`src/rtl/chain_split_pkg.sv`:
```
package chain_split_pkg;
  localparam logic [7:0] OPC_READ  = 8'h02;
  localparam logic [7:0] OPC_TIC   = 8'h08;
  localparam int         CHAIN_BIT = 30;

  typedef enum logic [3:0] {
    S_IDLE, S_RD_CUR, S_WT_CUR, S_RD_NXT, S_WT_NXT,
    S_WRITE, S_ISSUE, S_WAIT, S_FINISH
  } split_state_e;

  function automatic logic [7:0] cmd_opcode(input logic [63:0] w);
    return w[63:56];
  endfunction

  function automatic logic cmd_chained(input logic [63:0] w);
    return w[CHAIN_BIT];
  endfunction

  function automatic logic [63:0] cmd_strip_chain(input logic [63:0] w);
    logic [63:0] r;
    r = w;
    r[CHAIN_BIT] = 1'b0;
    return r;
  endfunction

  function automatic logic [23:0] cmd_target(input logic [63:0] w);
    return w[55:32];
  endfunction
endpackage

```
`src/rtl/cmd_classify.sv`:
```
module cmd_classify
  import chain_split_pkg::*;
#(
  parameter int ADDR_W = 8
) (
  input  logic [63:0]       word,
  output logic              is_read,
  output logic              is_tic,
  output logic              chained,
  output logic [ADDR_W-1:0] tgt_slot
);
  logic [23:0] tgt_byte;

  always_comb begin
    tgt_byte = cmd_target(word);
    is_read  = (cmd_opcode(word) == OPC_READ);
    is_tic   = (cmd_opcode(word) == OPC_TIC);
    chained  = cmd_chained(word);
    tgt_slot = tgt_byte[ADDR_W+2:3];
  end
endmodule

```
`src/rtl/scan_limiter.sv`:
```
module scan_limiter #(
  parameter int LIMIT = 64
) (
  input  logic clk,
  input  logic rst_n,
  input  logic clear,
  input  logic tick,
  output logic over
);
  localparam int CNT_W = $clog2(LIMIT + 1);
  logic [CNT_W-1:0] cnt;

  assign over = tick && (cnt == CNT_W'(LIMIT));

  always_ff @(posedge clk) begin
    if (!rst_n || clear) cnt <= '0;
    else if (tick && !over) cnt <= cnt + 1'b1;
  end

  AST_CNT_BOUND: assert property (@(posedge clk) disable iff (!rst_n)
    cnt <= CNT_W'(LIMIT));
endmodule

```
`src/rtl/split_ctrl.sv`:
```
module split_ctrl
  import chain_split_pkg::*;
#(
  parameter int ADDR_W = 8
) (
  input  logic              clk,
  input  logic              rst_n,
  input  logic              start,
  input  logic [ADDR_W-1:0] start_addr,
  input  logic [63:0]       rdata,
  input  logic              c_read,
  input  logic              c_tic,
  input  logic              c_chain,
  input  logic [ADDR_W-1:0] c_tgt,
  input  logic              scan_over,
  output logic              scan_clear,
  output logic              scan_tick,
  output logic              busy,
  output logic              done,
  output logic              error,
  output logic              mem_rd,
  output logic              mem_wr,
  output logic [ADDR_W-1:0] mem_addr,
  output logic [63:0]       mem_wdata,
  output logic              ssch_req,
  output logic [ADDR_W-1:0] ssch_addr,
  input  logic              ssch_done,
  input  logic              ssch_err
);
  split_state_e      state;
  logic [ADDR_W-1:0] seg_base, cur;
  logic [63:0]       held;
  logic              pair_pend, err_flag;
  logic              pair_hit, exec_fail;

  assign pair_hit  = (state == S_WT_NXT) && c_tic;
  assign exec_fail = (state == S_WAIT) && ssch_done && ssch_err;
  assign scan_tick = (state == S_WT_CUR);

  always_comb begin
    scan_clear = (state == S_IDLE) ||
                 ((state == S_WAIT) && ssch_done && pair_pend);
    busy      = (state != S_IDLE);
    done      = (state == S_FINISH);
    error     = (state == S_FINISH) && err_flag;
    mem_rd    = (state == S_RD_CUR) || (state == S_RD_NXT);
    mem_wr    = (state == S_WRITE);
    mem_addr  = (state == S_RD_NXT) ? cur + 1'b1 : cur;
    mem_wdata = cmd_strip_chain(held);
    ssch_req  = (state == S_ISSUE);
    ssch_addr = seg_base;
  end

  always_ff @(posedge clk) begin
    if (!rst_n) begin
      state <= S_IDLE; seg_base <= '0; cur <= '0; held <= '0;
      pair_pend <= 1'b0; err_flag <= 1'b0;
    end else begin
      case (state)
        S_IDLE: if (start) begin
          seg_base <= start_addr; cur <= start_addr;
          pair_pend <= 1'b0; err_flag <= 1'b0; state <= S_RD_CUR;
        end
        S_RD_CUR: state <= S_WT_CUR;
        S_WT_CUR: begin
          held <= rdata;
          if (scan_over) begin
            err_flag <= 1'b1; state <= S_FINISH;
          end else if (c_tic) begin
            cur <= c_tgt; state <= S_RD_CUR;
          end else if (!c_chain) begin
            state <= S_ISSUE;
          end else if (c_read) begin
            state <= S_RD_NXT;
          end else begin
            cur <= cur + 1'b1; state <= S_RD_CUR;
          end
        end
        S_RD_NXT: state <= S_WT_NXT;
        S_WT_NXT: begin
          if (c_tic) begin
            pair_pend <= 1'b1; state <= S_WRITE;
          end else begin
            cur <= cur + 1'b1; state <= S_RD_CUR;
          end
        end
        S_WRITE: state <= S_ISSUE;
        S_ISSUE: state <= S_WAIT;
        S_WAIT: if (ssch_done) begin
          if (ssch_err) begin
            err_flag <= 1'b1; state <= S_FINISH;
          end else if (pair_pend) begin
            seg_base <= cur + 1'b1; cur <= cur + 1'b1;
            pair_pend <= 1'b0; state <= S_RD_CUR;
          end else begin
            state <= S_FINISH;
          end
        end
        S_FINISH: state <= S_IDLE;
        default: state <= S_IDLE;
      endcase
    end
  end

  AST_RW_EXCL: assert property (@(posedge clk) disable iff (!rst_n)
    !(mem_rd && mem_wr));
  AST_REQ_PULSE: assert property (@(posedge clk) disable iff (!rst_n)
    ssch_req |=> !ssch_req);
  AST_WR_CLEARS_READ: assert property (@(posedge clk) disable iff (!rst_n)
    mem_wr |-> (mem_wdata[63:56] == OPC_READ) && !mem_wdata[CHAIN_BIT]);
  AST_WR_AFTER_PAIR: assert property (@(posedge clk) disable iff (!rst_n)
    pair_hit |=> mem_wr);
  AST_ERR_STOPS: assert property (@(posedge clk) disable iff (!rst_n)
    exec_fail |=> done && error && !ssch_req);
  AST_ERR_WITH_DONE: assert property (@(posedge clk) disable iff (!rst_n)
    error |-> done);
  AST_DONE_ENDS: assert property (@(posedge clk) disable iff (!rst_n)
    done |=> !busy);
  AST_START_IGNORED: assert property (@(posedge clk) disable iff (!rst_n)
    (busy && !done && start) |=> busy);
endmodule

```
`src/rtl/chain_splitter.sv`:
```
module chain_splitter #(
  parameter int ADDR_W     = 8,
  parameter int SCAN_LIMIT = 64
) (
  input  logic              clk,
  input  logic              rst_n,
  input  logic              start,
  input  logic [ADDR_W-1:0] start_addr,
  output logic              busy,
  output logic              done,
  output logic              error,
  output logic              mem_rd,
  output logic              mem_wr,
  output logic [ADDR_W-1:0] mem_addr,
  output logic [63:0]       mem_wdata,
  input  logic [63:0]       mem_rdata,
  output logic              ssch_req,
  output logic [ADDR_W-1:0] ssch_addr,
  input  logic              ssch_done,
  input  logic              ssch_err
);
  logic              c_read, c_tic, c_chain;
  logic [ADDR_W-1:0] c_tgt;
  logic              scan_clear, scan_tick, scan_over;

  cmd_classify #(.ADDR_W(ADDR_W)) u_cls (
    .word(mem_rdata), .is_read(c_read), .is_tic(c_tic),
    .chained(c_chain), .tgt_slot(c_tgt));

  scan_limiter #(.LIMIT(SCAN_LIMIT)) u_lim (
    .clk(clk), .rst_n(rst_n), .clear(scan_clear),
    .tick(scan_tick), .over(scan_over));

  split_ctrl #(.ADDR_W(ADDR_W)) u_ctl (
    .clk(clk), .rst_n(rst_n), .start(start), .start_addr(start_addr),
    .rdata(mem_rdata), .c_read(c_read), .c_tic(c_tic), .c_chain(c_chain),
    .c_tgt(c_tgt), .scan_over(scan_over), .scan_clear(scan_clear),
    .scan_tick(scan_tick), .busy(busy), .done(done), .error(error),
    .mem_rd(mem_rd), .mem_wr(mem_wr), .mem_addr(mem_addr),
    .mem_wdata(mem_wdata), .ssch_req(ssch_req), .ssch_addr(ssch_addr),
    .ssch_done(ssch_done), .ssch_err(ssch_err));
endmodule

```
`config.mk`:
```
export PLATFORM = sky130hd
export DESIGN_NAME = chain_splitter
export DESIGN_NICKNAME = d
export VERILOG_FILES = /design/src/rtl/chain_split_pkg.sv /design/src/rtl/cmd_classify.sv /design/src/rtl/scan_limiter.sv /design/src/rtl/split_ctrl.sv /design/src/rtl/chain_splitter.sv
export SDC_FILE = /design/constraint.sdc
export NUM_CORES = 1
export LEC_CHECK = 0
export BUFFER_PORTS_ARGS = -buffer_cell sky130_fd_sc_hd__clkbuf_2
export CAP_MARGIN = 15
export CELL_PAD_IN_SITES_DETAIL_PLACEMENT = 0
export CELL_PAD_IN_SITES_GLOBAL_PLACEMENT = 1
export CORE_MARGIN = 5
export CORE_UTILIZATION = 30
export CTS_CLUSTER_SIZE = 10
export DETAILED_ROUTE_END_ITERATION = 8
export GPL_TIMING_DRIVEN = 0
export PLACE_DENSITY_LB_ADDON = 0.1
export SLEW_MARGIN = 20
export SYNTH_ARGS = -nofsm -noshare
export SYNTH_HDL_FRONTEND = slang
export SYNTH_SLANG_ARGS = --single-unit
```
`constraint.sdc`:
```
create_clock -name clk -period 2.6 [get_ports clk]
set_clock_uncertainty 0.15 [all_clocks]
set_input_delay 0.39 -clock clk [delete_from_list [all_inputs] [get_ports clk]]
set_output_delay 0.39 -clock clk [all_outputs]
set_load 0.02 [all_outputs]
```
==> results_dict.tcl <==
set metrics [dict create \
    run_status "finished, final reports clean" \
    detail_route.wl_per_cell_um 15.8 \
    cp-startpoint "u_ctl.state[1]" \
    drt_pass1_iterations 4 \
    p_per_area_nw_per_um2 692 \
    synth_top_cell_by_area "dfxtp_1" \
    worst_pin_slew_ns 0.758 \
    ys.flop_type "dfxtp_1" \
    clk_latency_ns 0.35 \
    clock_path_buffers 2 \
    cts.htree.levels 3 \
    slowest_delay_ns 0.31 \
    cp_max_fo 8 \
    dieWidth_um 129 \
    clkTransAtPathRegs_ns 0.07 \
    rr_startpoint "u_ctl.state[0]" \
    wl_mm 14.1 \
    yosys-top-cells-count "153 x nand2_1, 92 x dfxtp_1, 83 x a21oi_1, 27 x nor2_1, 22 x clkbuf_1" \
    crit_cells 8 \
    slowest_stage "dfxtp_1" \
    cp_cell_sequence "buf_4 > nor2b_4 > nor2b_1 > buf_4 > nand4_1 > nor2_1 > xor2_1 > buf_2" \
    critical_path_class "reg -> out" \
    ir_worst_vdd_mv 0.396 \
    drive_gt1_frac 0.295 \
    setup_violations 0 \
    synth_edf_count 0 \
    die_h_um 129 \
    nFillCells 1485 \
    top_usage_layer "met2" \
    area_growth_pct 31.3 \
    p_leak_uw 0.00238 \
    yosys_warnings 0 \
    antenna_found_initial 0 \
    crit_buf_inv 3 \
    max_freq_mhz 409 \
    grt_max_degree 16 \
    viasPerCell 4.76 \
    maxSlewViolCount 0 \
    grt_pass1_wl_mm 22.0 \
    fin_nets 788 \
    post_synth_fa_ha_maj_area_fraction 0.00884 \
    core_area_um2 13900 \
    synth_nets 618 \
    syn_area_um2 4250 \
    met1_usage 0.206 \
    grt_usage 0.170 \
    crit_path_start_kind "flip-flop" \
    gp_congestion 0.816 \
    die_area_um2 16600 \
    antenna_cells 0 \
    fin_crit_ns 2.45 \
    period_share 0.941 \
    syn_inst 538 \
    synth_top_family_by_area "simple AND/OR/NAND/NOR gates" \
    cap_violations 0 \
    synth_seq_cells 92 \
    ioPinCount 163 \
    hold_viol_final 0 \
    root_buffer "clkbuf_16" \
    fin_cells 893 \
    tns_ns 0 \
    hold_path_class "in -> reg" \
    grt-ovfl-total 0 \
    dp.cells 878 \
    synth_compound_area_frac 0.203 \
    rsz0062_at_grt "no" \
    cp.arrival_ns 1.91 \
    grt_pass1_vias 4233 \
    yosysSeqAreaShare 0.434 \
    yosysMostFrequentCell "nand2_1" \
    use_met3 0.0598 \
    ys_types 60 \
    cp.required_ns 2.06 \
    cts.sinks 92 \
    numPortBuffers 160 \
    dp_hpwl_mm 11.0 \
    critPathCaptureType "output pin" \
    hp-start "mem_rdata[18]" \
    synth-xor-area-share 0.0392 \
    muxShareOfSynthArea 0.00972 \
    drt-initial-drc-count 247 \
    antenna_left 0 \
    fp-row-count 43 \
    initial_utilization 0.306 \
    num_vias 4249 \
    cts_tree "built" \
    ys_async_sr_fraction 0 \
    synth_top_area_share 0.434 \
    holdPathStages 3 \
    worstRegToRegCells 7 \
    cts_made_buffers 9 \
    use_met2 0.282 \
    cp_common_cell "buf_4" \
    drc 0 \
    crit_family "simple AND/OR/NAND/NOR gates" \
    slew_headroom 0.490 \
    synth_area_leaders "dfxtp_1 43%, nand2_1 14%, a21oi_1 9.8%, xor2_1 2.7%, nor2_1 2.4%" \
    avgSynthCellArea_um2 7.90 \
    synthSimpleGateAreaFrac 0.256 \
]
-- state kept, by name, indices dropped and copies added (netlist names) --
name             count
u_ctl.held          63
u_ctl.state          4
u_ctl.cur            8
u_ctl.ssch_addr      8
u_ctl.pair_pend      1
u_ctl.err_flag       1
u_lim.cnt            7
-- metal layers --
metal  wire (um)  share of wire
met1        5940           0.42
met2        6860           0.49
met3        1070          0.076
met4         229          0.016
met5           0              0
-- path summary, 6_finish.rpt --
path	slack, ns	to
worst max register to register	0.39	u_ctl.held[15]
worst min register to register	0.30	u_ctl.held[53]
worst max-delay path	0.15	mem_addr[7]
worst min-delay path	0.11	u_ctl.held[18]
-- what timing repair did --
item,4_1_cts,5_1_grt
setup endpoints to repair,2,4
buffers inserted,0,0
hold buffers,0,0
gates resized for setup,2,8
pin swaps,0,2
-- worst register-to-register path, cell delays in order, from the launching register on --
cell	delay [ns]
dfxtp_1	0.31
buf_6	0.13
nor4b_4	0.46
buf_2	0.32
buf_2	0.29
buf_2	0.26
nand2_1	0.08
a21oi_1	0.13
-- stage by stage --
stage	power, uW	utilization	cell area (um2)	hold WS [ns]	worst slack [ns]
after floorplan	2240	-	4250	0.314	0.433
after global placement	2570	0.380	5270	0.292	0.228
after detailed placement	2580	0.380	5270	0.297	0.146
after CTS	3910	0.401	5570	0.0899	0.00204
after global routing	4070	0.402	5580	0.0964	0.00662
final	3860	0.402	5580	0.105	0.152
-- cell families after synthesis --
group,count (synthesis)
buffers and inverters,43
flip-flops,92
AND/OR/NAND/NOR,236
XOR/XNOR,19
multiplexers,4
AO/OA/AOI/OAI,140
adder cells (fa/ha/maj),3
other,1
-- power by group --
part           total, uW  leakage (uW)  switching (uW)  internal [uW]
Combinational        955       0.00149             607            348
Clock               1310      0.000139             569            745
Sequential          1590      0.000748            71.2           1520
-- layout by cell type (no fill, tap or decap), types with 2 or more instances in the layout --
cell type | synthesis | routed
clkinvlp_4 | 0 | 2
and2_1 | 3 | 3
clkbuf_2 | 0 | 158
dfxtp_1 | 92 | 92
nor2b_1 | 6 | 5
o21a_1 | 6 | 6
a21oi_1 | 83 | 83
buf_6 | 3 | 3
clkbuf_16 | 0 | 9
and3_1 | 4 | 4
buf_2 | 11 | 11
ha_1 | 3 | 3
a211oi_1 | 2 | 2
or4b_1 | 2 | 2
mux2i_1 | 3 | 3
buf_4 | 2 | 5
o21ai_0 | 13 | 13
or4_4 | 2 | 2
nand2b_1 | 10 | 10
clkbuf_1 | 22 | 21
a32oi_1 | 2 | 2
o32ai_1 | 2 | 2
o22ai_1 | 3 | 3
inv_1 | 4 | 4
xor2_1 | 13 | 13
xnor2_1 | 6 | 6
nand2_1 | 153 | 153
a31oi_1 | 2 | 2
nand3_1 | 5 | 5
a311oi_1 | 7 | 7
a21oi_2 | 2 | 2
nand4_1 | 7 | 7
nor3_1 | 3 | 3
clkinv_2 | 0 | 2
nor2_1 | 27 | 27
a22oi_1 | 3 | 3
o211ai_1 | 5 | 5
-- final cells by class --
type,instances,area (um2),area share
sequential,92,1840,0.330
multi-input combinational,403,2210,0.396
inverter,5,18.8,0.00336
tap,180,225,0.0404
clock buffer,10,229,0.0410
buffer,37,189,0.0339
timing repair buffer,160,803,0.144
clock inverter,6,63.8,0.0114
Note: power is estimated with default switching activity, not from simulation.
